[config.mk]
export PLATFORM = sky130hd
export DESIGN_NAME = banked_regfile
export DESIGN_NICKNAME = d
export VERILOG_FILES = /design/src/rtl/rbank_pkg.sv /design/src/rtl/rbank_swap.sv /design/src/rtl/rbank_dbg.sv /design/src/rtl/rbank_rdport.sv /design/src/rtl/banked_regfile.sv
export SDC_FILE = /design/constraint.sdc
export NUM_CORES = 2
export LEC_CHECK = 0
export BUFFER_PORTS_ARGS = -buffer_cell sky130_fd_sc_hd__buf_2
export CAP_MARGIN = 10
export CORE_ASPECT_RATIO = 0.6
export CORE_UTILIZATION = 40
export CTS_CLUSTER_DIAMETER = 50
export DETAILED_ROUTE_END_ITERATION = 6
export SLEW_MARGIN = 40
export SYNTH_ARGS = -nofsm -noshare
export SYNTH_HDL_FRONTEND = slang
export SYNTH_HIERARCHICAL = 1
export SYNTH_SLANG_ARGS = --single-unit
[constraint.sdc]
create_clock -name clk -period 10.4 [get_ports clk]
set_input_delay 2.08 -clock clk [delete_from_list [all_inputs] [get_ports clk]]
set_output_delay 2.08 -clock clk [all_outputs]
set_load 0.01 [all_outputs]
[src/rtl/rbank_pkg.sv]
// Package: shared constants, types and the mode-to-bank decode for the
// banked register file. Assumes a 5-bit mode field and 16 architectural registers.
package rbank_pkg;
    localparam int NUM_ARCH   = 16;
    localparam int ADDR_W     = $clog2(NUM_ARCH);
    localparam int MODE_W     = 5;
    localparam int SHR_LO     = 8;              // first register banked by fast mode
    localparam int SHR_CNT    = 5;              // registers 8..12
    localparam int SLOT_BANKS = 6;              // banks owning a 13/14 pair

    typedef logic [ADDR_W-1:0] ridx_t;
    typedef logic [MODE_W-1:0] mode_t;

    // Bank codes double as the index into the 13/14 slot array.
    typedef enum logic [2:0] {
        BK_USR = 3'd0,
        BK_FIQ = 3'd1,
        BK_IRQ = 3'd2,
        BK_SVC = 3'd3,
        BK_ABT = 3'd4,
        BK_UND = 3'd5,
        BK_DUM = 3'd6
    } bank_e;

    // Storage reached by a debug access.
    typedef enum logic [2:0] {
        TG_LIVE, TG_SHARED, TG_FIQ, TG_SLOT, TG_NONE
    } tgt_e;

    // Map a mode value to its bank; unknown values land in the dummy bank.
    function automatic bank_e mode_bank(input mode_t m);
        case (m)
            5'h00, 5'h10, 5'h1F: mode_bank = BK_USR;
            5'h01, 5'h11:        mode_bank = BK_FIQ;
            5'h02, 5'h12:        mode_bank = BK_IRQ;
            5'h03, 5'h13:        mode_bank = BK_SVC;
            5'h17:               mode_bank = BK_ABT;
            5'h1B:               mode_bank = BK_UND;
            default:             mode_bank = BK_DUM;
        endcase
    endfunction

    // True for banks that keep only a private 13/14 pair.
    function automatic logic is_plain(input bank_e b);
        is_plain = (b != BK_FIQ) && (b != BK_DUM);
    endfunction
endpackage

[src/rtl/rbank_swap.sv]
// Module: rbank_swap
// Combinational save/restore network for one mode change. Given the state
// before the swap and the old/new banks, it produces the state after the swap.
// Assumes the caller applies it only on the mode-change cycle (en).
module rbank_swap
    import rbank_pkg::*;
#(
    parameter int DATA_W = 32
) (
    input  logic                                  en,
    input  bank_e                                 old_bank,
    input  bank_e                                 new_bank,
    input  logic [NUM_ARCH-1:0][DATA_W-1:0]       live_i,
    input  logic [SHR_CNT-1:0][DATA_W-1:0]        hi_i,
    input  logic [SHR_CNT-1:0][DATA_W-1:0]        fq_i,
    input  logic [SLOT_BANKS-1:0][1:0][DATA_W-1:0] slot_i,
    output logic [NUM_ARCH-1:0][DATA_W-1:0]       live_o,
    output logic [SHR_CNT-1:0][DATA_W-1:0]        hi_o,
    output logic [SHR_CNT-1:0][DATA_W-1:0]        fq_o,
    output logic [SLOT_BANKS-1:0][1:0][DATA_W-1:0] slot_o
);
    localparam int SHR_HI = SHR_LO + SHR_CNT - 1;   // 12
    localparam int PAIR_LO = SHR_HI + 1;            // 13
    localparam int PAIR_HI = PAIR_LO + 1;           // 14

    // Save the outgoing view, then load the incoming one.
    always_comb begin
        live_o = live_i;
        hi_o   = hi_i;
        fq_o   = fq_i;
        slot_o = slot_i;
        if (en && (old_bank != new_bank)) begin
            case (old_bank)
                BK_FIQ: begin
                    fq_o           = live_i[SHR_HI:SHR_LO];
                    slot_o[BK_FIQ] = live_i[PAIR_HI:PAIR_LO];
                end
                BK_DUM: ;
                default: begin
                    slot_o[old_bank] = live_i[PAIR_HI:PAIR_LO];
                    if (new_bank == BK_FIQ)
                        hi_o = live_i[SHR_HI:SHR_LO];
                end
            endcase
            case (new_bank)
                BK_FIQ: begin
                    live_o[SHR_HI:SHR_LO]   = fq_i;
                    live_o[PAIR_HI:PAIR_LO] = slot_i[BK_FIQ];
                end
                BK_DUM: live_o[PAIR_HI:SHR_LO] = '0;
                default: begin
                    if (old_bank == BK_FIQ)
                        live_o[SHR_HI:SHR_LO] = hi_i;
                    live_o[PAIR_HI:PAIR_LO] = slot_i[new_bank];
                end
            endcase
        end
    end
endmodule

[src/rtl/rbank_dbg.sv]
// Module: rbank_dbg
// Resolves a debug access into the storage it reaches and returns read data.
// Assumes both banks come from rbank_pkg::mode_bank.
module rbank_dbg
    import rbank_pkg::*;
#(
    parameter int DATA_W = 32
) (
    input  bank_e                                  cur_bank,
    input  bank_e                                  dbg_bank,
    input  ridx_t                                  addr,
    input  logic [NUM_ARCH-1:0][DATA_W-1:0]        live,
    input  logic [SHR_CNT-1:0][DATA_W-1:0]         hi,
    input  logic [SHR_CNT-1:0][DATA_W-1:0]         fq,
    input  logic [SLOT_BANKS-1:0][1:0][DATA_W-1:0] slot,
    output tgt_e                                   tgt,
    output logic [DATA_W-1:0]                      rdata
);
    localparam ridx_t LO_IDX   = ridx_t'(SHR_LO);
    localparam ridx_t PAIR_IDX = ridx_t'(SHR_LO + SHR_CNT);
    localparam ridx_t PC_IDX   = ridx_t'(NUM_ARCH - 1);

    logic [2:0] sidx;
    logic       pair_sel;

    assign sidx     = 3'(addr - LO_IDX);
    assign pair_sel = (addr != PAIR_IDX);   // 0: r13, 1: r14

    // Pick the storage the access reaches.
    always_comb begin
        if (dbg_bank == cur_bank || addr < LO_IDX || addr == PC_IDX)
            tgt = TG_LIVE;
        else if (dbg_bank == BK_DUM)
            tgt = TG_NONE;
        else if (addr >= PAIR_IDX)
            tgt = TG_SLOT;
        else if (dbg_bank == BK_FIQ)
            tgt = TG_FIQ;
        else if (cur_bank == BK_FIQ)
            tgt = TG_SHARED;
        else
            tgt = TG_LIVE;
    end

    // Return the word from the chosen storage.
    always_comb begin
        case (tgt)
            TG_LIVE:   rdata = live[addr];
            TG_SHARED: rdata = hi[sidx];
            TG_FIQ:    rdata = fq[sidx];
            TG_SLOT:   rdata = slot[dbg_bank][pair_sel];
            default:   rdata = '0;
        endcase
    end
endmodule

[src/rtl/rbank_rdport.sv]
// Module: rbank_rdport
// One combinational read port on the live register file.
module rbank_rdport
    import rbank_pkg::*;
#(
    parameter int DATA_W = 32
) (
    input  logic [NUM_ARCH-1:0][DATA_W-1:0] live,
    input  ridx_t                           addr,
    output logic [DATA_W-1:0]               data
);
    // Select the addressed live register.
    assign data = live[addr];
endmodule

[src/rtl/banked_regfile.sv]
// Module: banked_regfile
// Sixteen-entry register file with mode-banked upper registers, two core
// read ports, one core write port and a debug port into any mode's view.
// Update order within a cycle: debug write (old mode), bank swap, core write.
// Assumes mode_chg is a one-cycle strobe qualified by mode_in.
module banked_regfile
    import rbank_pkg::*;
#(
    parameter int          DATA_W     = 32,
    parameter logic [4:0]  RESET_MODE = 5'h13
) (
    input  logic              clk,
    input  logic              rst_n,
    input  logic [4:0]        mode_in,
    input  logic              mode_chg,
    input  logic [3:0]        ra_addr,
    output logic [DATA_W-1:0] ra_data,
    input  logic [3:0]        rb_addr,
    output logic [DATA_W-1:0] rb_data,
    input  logic              wr_en,
    input  logic [3:0]        wr_addr,
    input  logic [DATA_W-1:0] wr_data,
    input  logic [4:0]        dbg_mode,
    input  logic [3:0]        dbg_addr,
    input  logic              dbg_wen,
    input  logic [DATA_W-1:0] dbg_wdata,
    output logic [DATA_W-1:0] dbg_rdata
);
    localparam int    NUM_RD   = 2;
    localparam ridx_t LO_IDX   = ridx_t'(SHR_LO);
    localparam ridx_t PAIR_IDX = ridx_t'(SHR_LO + SHR_CNT);

    logic [NUM_ARCH-1:0][DATA_W-1:0]        live_q, live_a, live_b, live_n;
    logic [SHR_CNT-1:0][DATA_W-1:0]         hi_q, hi_a, hi_n;
    logic [SHR_CNT-1:0][DATA_W-1:0]         fq_q, fq_a, fq_n;
    logic [SLOT_BANKS-1:0][1:0][DATA_W-1:0] slot_q, slot_a, slot_n;
    mode_t cur_mode_q;
    bank_e cur_bank, new_bank, dbg_bank;
    tgt_e  dbg_tgt;

    logic [NUM_RD-1:0][ADDR_W-1:0] rd_addr;
    logic [NUM_RD-1:0][DATA_W-1:0] rd_data;

    assign cur_bank = mode_bank(cur_mode_q);
    assign new_bank = mode_bank(mode_in);
    assign dbg_bank = mode_bank(dbg_mode);

    // Core read ports, one instance per port.
    assign rd_addr = {rb_addr, ra_addr};
    generate
        for (genvar g = 0; g < NUM_RD; g++) begin : g_rd
            rbank_rdport #(.DATA_W(DATA_W)) u_rd (
                .live (live_q),
                .addr (rd_addr[g]),
                .data (rd_data[g])
            );
        end
    endgenerate
    assign ra_data = rd_data[0];
    assign rb_data = rd_data[1];

    // Debug routing and read data.
    rbank_dbg #(.DATA_W(DATA_W)) u_dbg (
        .cur_bank (cur_bank),
        .dbg_bank (dbg_bank),
        .addr     (dbg_addr),
        .live     (live_q),
        .hi       (hi_q),
        .fq       (fq_q),
        .slot     (slot_q),
        .tgt      (dbg_tgt),
        .rdata    (dbg_rdata)
    );

    // Step 1: apply a debug write against the pre-change mode.
    always_comb begin
        live_a = live_q;
        hi_a   = hi_q;
        fq_a   = fq_q;
        slot_a = slot_q;
        if (dbg_wen) begin
            case (dbg_tgt)
                TG_LIVE:   live_a[dbg_addr] = dbg_wdata;
                TG_SHARED: hi_a[3'(dbg_addr - LO_IDX)] = dbg_wdata;
                TG_FIQ:    fq_a[3'(dbg_addr - LO_IDX)] = dbg_wdata;
                TG_SLOT:   slot_a[dbg_bank][dbg_addr != PAIR_IDX] = dbg_wdata;
                default: ;
            endcase
        end
    end

    // Step 2: bank swap on a mode change.
    rbank_swap #(.DATA_W(DATA_W)) u_swap (
        .en       (mode_chg),
        .old_bank (cur_bank),
        .new_bank (new_bank),
        .live_i   (live_a),
        .hi_i     (hi_a),
        .fq_i     (fq_a),
        .slot_i   (slot_a),
        .live_o   (live_b),
        .hi_o     (hi_n),
        .fq_o     (fq_n),
        .slot_o   (slot_n)
    );

    // Step 3: core write lands in the post-swap view.
    always_comb begin
        live_n = live_b;
        if (wr_en)
            live_n[wr_addr] = wr_data;
    end

    // State registers with synchronous active-low reset.
    always_ff @(posedge clk) begin
        if (!rst_n) begin
            live_q     <= '0;
            hi_q       <= '0;
            fq_q       <= '0;
            slot_q     <= '0;
            cur_mode_q <= RESET_MODE;
        end else begin
            live_q <= live_n;
            hi_q   <= hi_n;
            fq_q   <= fq_n;
            slot_q <= slot_n;
            if (mode_chg)
                cur_mode_q <= mode_in;
        end
    end
endmodule

== Word level (Yosys, flattened, before mapping) ==
Memories as Yosys holds them, arrays and structs flattened. A register that Yosys moved wholly into a read port is not among the register bits.
Index checks and enable logic that the tools add are counted.
W data, S select, Z words.

* Bits in read-only memories: 288
* Memories kept: 3
* Output and inout port bits: 96
* Input bits: 95
* Register bits after elaboration: 1221
* Logic and storage cells: 147

{| class="wikitable"
|+ Memory list
! name !! words !! bits a word !! rd ports !! clocked after Yosys merged registers in !! wr ports !! line !! text
|-
| (no name shown) || 32 || 3 || 1 || 0 || 0 || rbank_pkg.sv:32 || <nowiki>case (m)</nowiki>
|-
| (no name shown) || 32 || 3 || 1 || 0 || 0 || rbank_pkg.sv:32 ||
|-
| (no name shown) || 32 || 3 || 1 || 1 || 0 || rbank_pkg.sv:32 ||
|}

* Order comparisons: 17
* Eq/ne operators: 13
* $add $sub $neg: 1
* Reduce and logical (&&, ||, !) cells: 11
* Muxes and demuxes: 63

{| class="wikitable"
|+ Operators by type and width
! cell !! number
|-
| $mux W160 || 10
|-
| $mux W512 || 3
|-
| $mux W384 || 3
|-
| $bwmux W512 || 2
|-
| $bwmux W384 || 2
|-
| $pmux W224 S2 || 1
|-
| $bmux W32 S4 || 3
|-
| $bmux W64 S3 || 2
|-
| $demux W64 S3 || 2
|-
| $mux W32 || 11
|-
| $bwmux W160 || 2
|-
| $mux W64 || 5
|-
| $demux W32 S4 || 2
|-
| $mux W256 || 1
|-
| $mux W224 || 1
|-
| $bmux W32 S3 || 2
|-
| $pmux W32 S4 || 1
|-
| $pmux W64 S2 || 1
|-
| $demux W32 S3 || 1
|-
| $demux W32 S1 || 1
|-
| $lt A4 B5 Y1 const B || 4
|-
| $lt A3 B4 Y1 const B || 4
|-
| $eq A3 B1 Y1 const B || 4
|-
| $mux W3 || 4
|-
| other kinds (19) || 33
|}

== Depth between registers and ports, before layout ==
* Depth after elaboration: 16
* Gate-level depth with buffers: 21
* Gate-level depth less buffers: 17

== Modules after synthesis ==
Netlist, hierarchy kept.

{| class="wikitable"
|+ By module, submodules not included
! module !! area an instance (µm²) !! cells an instance !! instances !! sequential area each (µm²)
|-
| banked_regfile || 53445.0 || 5403 || 1 || 24503.5
|-
| rbank_swap || 17058.9 || 1850 || 1 || 0.0
|-
| rbank_dbg || 10311.1 || 1072 || 1 || 0.0
|-
| rbank_rdport || 3728.6 || 271 || 2 || 0.0
|}

== Least setup slack after synthesis ==
No wires, ideal clock.

* Path type: in2out
* Start: in dbg_mode[3]
* End: out dbg_rdata[10]
* Required time: 8.320 ns
* Arrival: 4.314 ns
* Stages on the path: 9
* Path slack: 4.006 ns
* Path buffers: 2
* Cells stage by stage: clkbuf_1 > nor2_1 > mux2_2 > xor2_1 > o311ai_1 > a31o_2 > clkbuf_1 > o221ai_1 > o211ai_1

* Cells in the longest elaborated chain, start to end: 8
* Elaborated cells between the ends (all ways): 19
* Classes of those cells: eq/ne (6); mux (9); reduce/logical (3); memory (1)

{| class="wikitable"
|+ Ends and longest elaborated chain
! what !! line !! text
|-
| from (decl) || banked_regfile.sv:23 || <nowiki>input logic [4:0] dbg_mode,</nowiki>
|-
| $mem_v2 Z32 W3 (*) || n/a ||
|-
| net dbg_bank[1] || banked_regfile.sv:38 || <nowiki>bank_e cur_bank, new_bank, dbg_bank;</nowiki>
|-
| $eq A3 B1 Y1 || rbank_dbg.sv:37 || <nowiki>else if (dbg_bank == BK_FIQ)</nowiki>
|-
| $mux W3 || rbank_dbg.sv:37 ||
|-
| $mux W3 || rbank_dbg.sv:35 || <nowiki>else if (addr >= PAIR_IDX)</nowiki>
|-
| $mux W3 || rbank_dbg.sv:33 || <nowiki>else if (dbg_bank == BK_DUM)</nowiki>
|-
| $mux W3 || rbank_dbg.sv:31 || <nowiki>if (dbg_bank == cur_bank || addr < LO_IDX || addr == PC_IDX)</nowiki>
|-
| $eq A3 B2 Y1 (tied with other cells) || rbank_dbg.sv:47 || <nowiki>case (tgt)</nowiki>
|-
| $pmux W32 S4 (*) || rbank_dbg.sv:47 ||
|-
| to (decl) || banked_regfile.sv:27 || <nowiki>output logic [DATA_W-1:0] dbg_rdata</nowiki>
|}

The timed path passes the listed nets; every way through them passes the cells marked *. The select of a mux whose other input is x is not followed.

== Final worst setup path ==
* Start: in dbg_mode[3]
* End: out dbg_rdata[15]

Same word-level chain as after synthesis.

==> impl.org <==
** Clocking
- In this run, post-CTS hold repair placed 0 buffers.
- The clock reaches the later pin of the worst-skew pair after between 0.7 and 0.8 ns.
- Number of buffers created by CTS :: ~120
- Maximum buffer depth of the clock tree :: 3
- Clk pin slew, worst setup/hold paths :: approximately 0.050 ns
- Clock tree from TritonCTS :: yes
- Post-CTS repair changed the size of 0 cells.
- Clock sinks :: approximately 1200
- Setup bufs post-CTS :: 0
- The clock tree synthesis step divided the H-tree into 3 levels.
- Cell at the root of the clock tree :: sky130_fd_sc_hd__clkbuf_16

** Yosys
- Async set-reset flop share out of synthesis :: 0
- Counting every instance in the synthesized netlist gives a little under 9000.
- Avg Inst Size Synth :: 9.96 um^2
- Number of synthesized flops with an enable pin :: 0
- Top_reg_cell synth :: sky130_fd_sc_hd__dfxtp_1
- Synth top cells by count :: 1879 x sky130_fd_sc_hd__mux2_2, 1252 x sky130_fd_sc_hd__nand2_1, 1224 x sky130_fd_sc_hd__dfxtp_1
- Area leader, netlist :: sky130_fd_sc_hd__dfxtp_1
- The number of different library cells used by synthesis comes to 62.
- For this run, the number of Yosys warnings is 6.
- Leading cell type by number of instances after synthesis :: sky130_fd_sc_hd__mux2_2
- Synthesized netlist net count :: approximately 9000
- The share of synthesized area in the top cell type comes to 0.278.
- Flip-flop and latch count after synthesis :: between 1000 and 1500
- Cell area after synthesis :: approximately 88000 um^2
- Portion of the post-synthesis area used by sequential elements :: 0.278
- Biggest area contributors in the synthesized netlist :: sky130_fd_sc_hd__dfxtp_1 28%, sky130_fd_sc_hd__mux2_2 24%, sky130_fd_sc_hd__mux4_2 13%

** Critical path
- Critical path start-end classification :: primary input to output port
- Data on the critical path is required at its endpoint by approximately 8.3 ns.
- The setup check on the worst reg-to-reg path leaves a slack of between 5 and 6 ns.
- Most prevalent standard cell on the critical path :: sky130_fd_sc_hd__buf_2
- The worst setup path is captured at an output port.
- CP Launch Point :: dbg_mode[3]
- Critical-path cell list :: buf_2, nor2_1, mux2_4, xor2_1, o311ai_1, a31o_2, buf_4, o221ai_1, o211ai_1, buf_2
- The slowest stage of the critical path is the sky130_fd_sc_hd__a31o_2 cell.
- In this run the critical register-to-register path is launched from cur_bank[2].
- In this design, the stage delay of the slowest critical-path cell is about 0.8 ns.
- STA puts the critical path data arrival time at ~6.4 ns.
- Critical path launch point type :: primary input
- Biggest fanout along the worst timing path :: 36

** STA
- Number of max-slew violations in the final report :: 0
- Max Freq :: 118 MHz
- For the final database, setup skew stands at between 0.02 and 0.03 ns.
- Adding up every negative setup slack in the final design gives 0 ns.
- Measured against its own limit, the worst slew margin works out to 0.336.
- Worst Slack Setup Final :: ~1.9 ns
- The worst path needs about 8.5 ns of the cycle, external delays included.
- Minimum hold slack :: ~0.5 ns
- Measured slew at the worst slew-check pin :: 0.996 ns
- Final setup violation count :: 0
- Hold violation count in the final report :: 0
- Of the available clock period, the critical path in the final layout requires 0.813.
- RSZ-0062 raised after global routing :: false

** Floorplan
- From left edge to right edge, the die measures between 600 and 700 um.
- CORE AREA :: approximately 220000 um^2
- In this run the count of I/O pins placed on the die edge is approximately 190.
- Die area :: between 200000 and 250000 um^2
- In this run the vertical extent of the chip is about 370 um.
- Floorplan row count :: between 100 and 150
- The initial utilization of the core area, before any placement, comes to 0.403.

** Routing
- Number of remaining DRC errors :: 0
- Before antenna repair, the detailed router went through 6 iterations.
- Dividing the detail-routed wire length by the instance count gives around 31 um.
- Across all layers, the routed design uses ~72000 vias.
- The first routing iteration left roughly 9400 violations.
- Post-DR vias/cell :: about 6.5
- For this block, the routed nets add up to 346 mm of wire.
- In this run the remaining antenna-violating nets after routing total 0.

** Power
- Leak :: between 0.03 and 0.04 uW
- The worst-case IR drop observed on VDD is ~0.13 mV.
- Pwr per Cell Area :: roughly 120 nW/um^2

** Place
- Place WS :: around 2.1 ns
- Count of buffers from port buffering :: 190
- Including well taps, the total number of placed cells is roughly 11000.
- Final HPWL DP :: 201 mm
- At the end of routability-driven placement, the weighted congestion stood at between 0.9 and 1.

** Global routing
- First-pass GRT wire length :: slightly below 500 mm
- The number of antenna violations at the first check in global routing was 25.
- Entering global routing, the biggest net connects 240 pins.
- Overall overflow remaining after global route :: 0
- Total global-route track usage :: 0.297
- The number of global-route vias before repair was around 70000.

** Layout
- Final standard cell utilization of the core :: 0.425
- Area growth from synthesis to layout :: 5.42%
- In the final design database the tool counted a little over 8000 nets.
- Cell Count, Final, Fillers Out :: between 10000 and 15000
- In the final layout, the share of cells above drive strength 1 is 0.375.
- Number of fillers in the final layout :: slightly above 20000

** Outcome
- Status :: completed

** Hold path
- Beginning of the worst hold path :: cur_mode_q[4]
- Class of the tightest hold or removal check :: flip-flop to flip-flop

** Flow run
- Number of violations of the max-capacitance limit :: 0
## layer usage
metal | vias to the layer above | GRT usage | share of wire | wire [um]
met5 | - | 0 | 0.000040 | 14
met4 | 2 | 0.138 | 0.051 | 17600
met3 | 993 | 0.0725 | 0.12 | 41800
met2 | 5049 | 0.436 | 0.42 | 146000
met1 | 35800 | 0.408 | 0.41 | 140000
li1 | 30300 | - | - | -
## worst max-delay path: cells and delay by family
family                 cells  cell delay (ns)
multiplexers               1             0.73
XOR/XNOR                   1             0.15
buffers and inverters      3             0.88
AO/OA/AOI/OAI              4             2.18
AND/OR/NAND/NOR            1             0.26
## kinds of logic after synthesis
kind of cell	share of synthesized area
buf+inv	0.0733
xor+xnor	0.000595
flops	0.278
simple gates	0.116
compound gates	0.127
mux	0.405
## sequential cells by signal (all words and copies together) (netlist names)
name        flops
cur_bank        3
slot_q        384
fq_q          160
live_q        512
hi_q          160
cur_mode_q      5
## through the flow
stage / total power [uW] / instance area (um^2)
after CTS: 11400 / 92800
after floorplan: 5990 / 88300
after global placement: 6460 / 88200
after global routing: 11700 / 93100
final: 11500 / 93100
after detailed placement: 6490 / 88400
## final timing paths
check,cells past startpoint,to
worst min-delay path,2,cur_mode_q[4]
worst max-delay path,10,dbg_rdata[15]
worst min register to register,2,cur_mode_q[4]
worst max register to register,11,slot_q[240]
## final cells by class
| class | count | area (um^2) | share of cell area |
|---|---|---|---|
| Multi-Input combinational cell | 6354 | 57800 | 0.621 |
| Sequential cell | 1224 | 24500 | 0.263 |
| Tap cell | 2902 | 3630 | 0.0390 |
| Clock buffer | 168 | 3550 | 0.0381 |
| Timing Repair Buffer | 346 | 2710 | 0.0291 |
| Clock inverter | 60 | 832 | 0.00894 |
| Inverter | 8 | 30.0 | 0.000323 |
| Antenna cell | 6 | 15.0 | 0.000161 |
## power by group
group / switching, uW / total, uW / internal [uW]
Clock: 2170 / 5020 / 2850
Combinational: 1030 / 1580 / 553
Sequential: 100 / 4870 / 4770
Total: 3290 / 11500 / 8170
## placed cells by master, fill, tap and decap left out, drive strengths merged, types with 63 or more instances in the layout
cell type	count
clkbuf	168
o21a	63
o211ai	97
nand2	1252
and2	710
mux2i	255
mux4	514
dfxtp	1224
o2bb2ai	222
buf	346
a21boi	512
a22oi	288
mux2	1924
o21ai	157
Note: power is estimated with default switching activity, not from simulation.
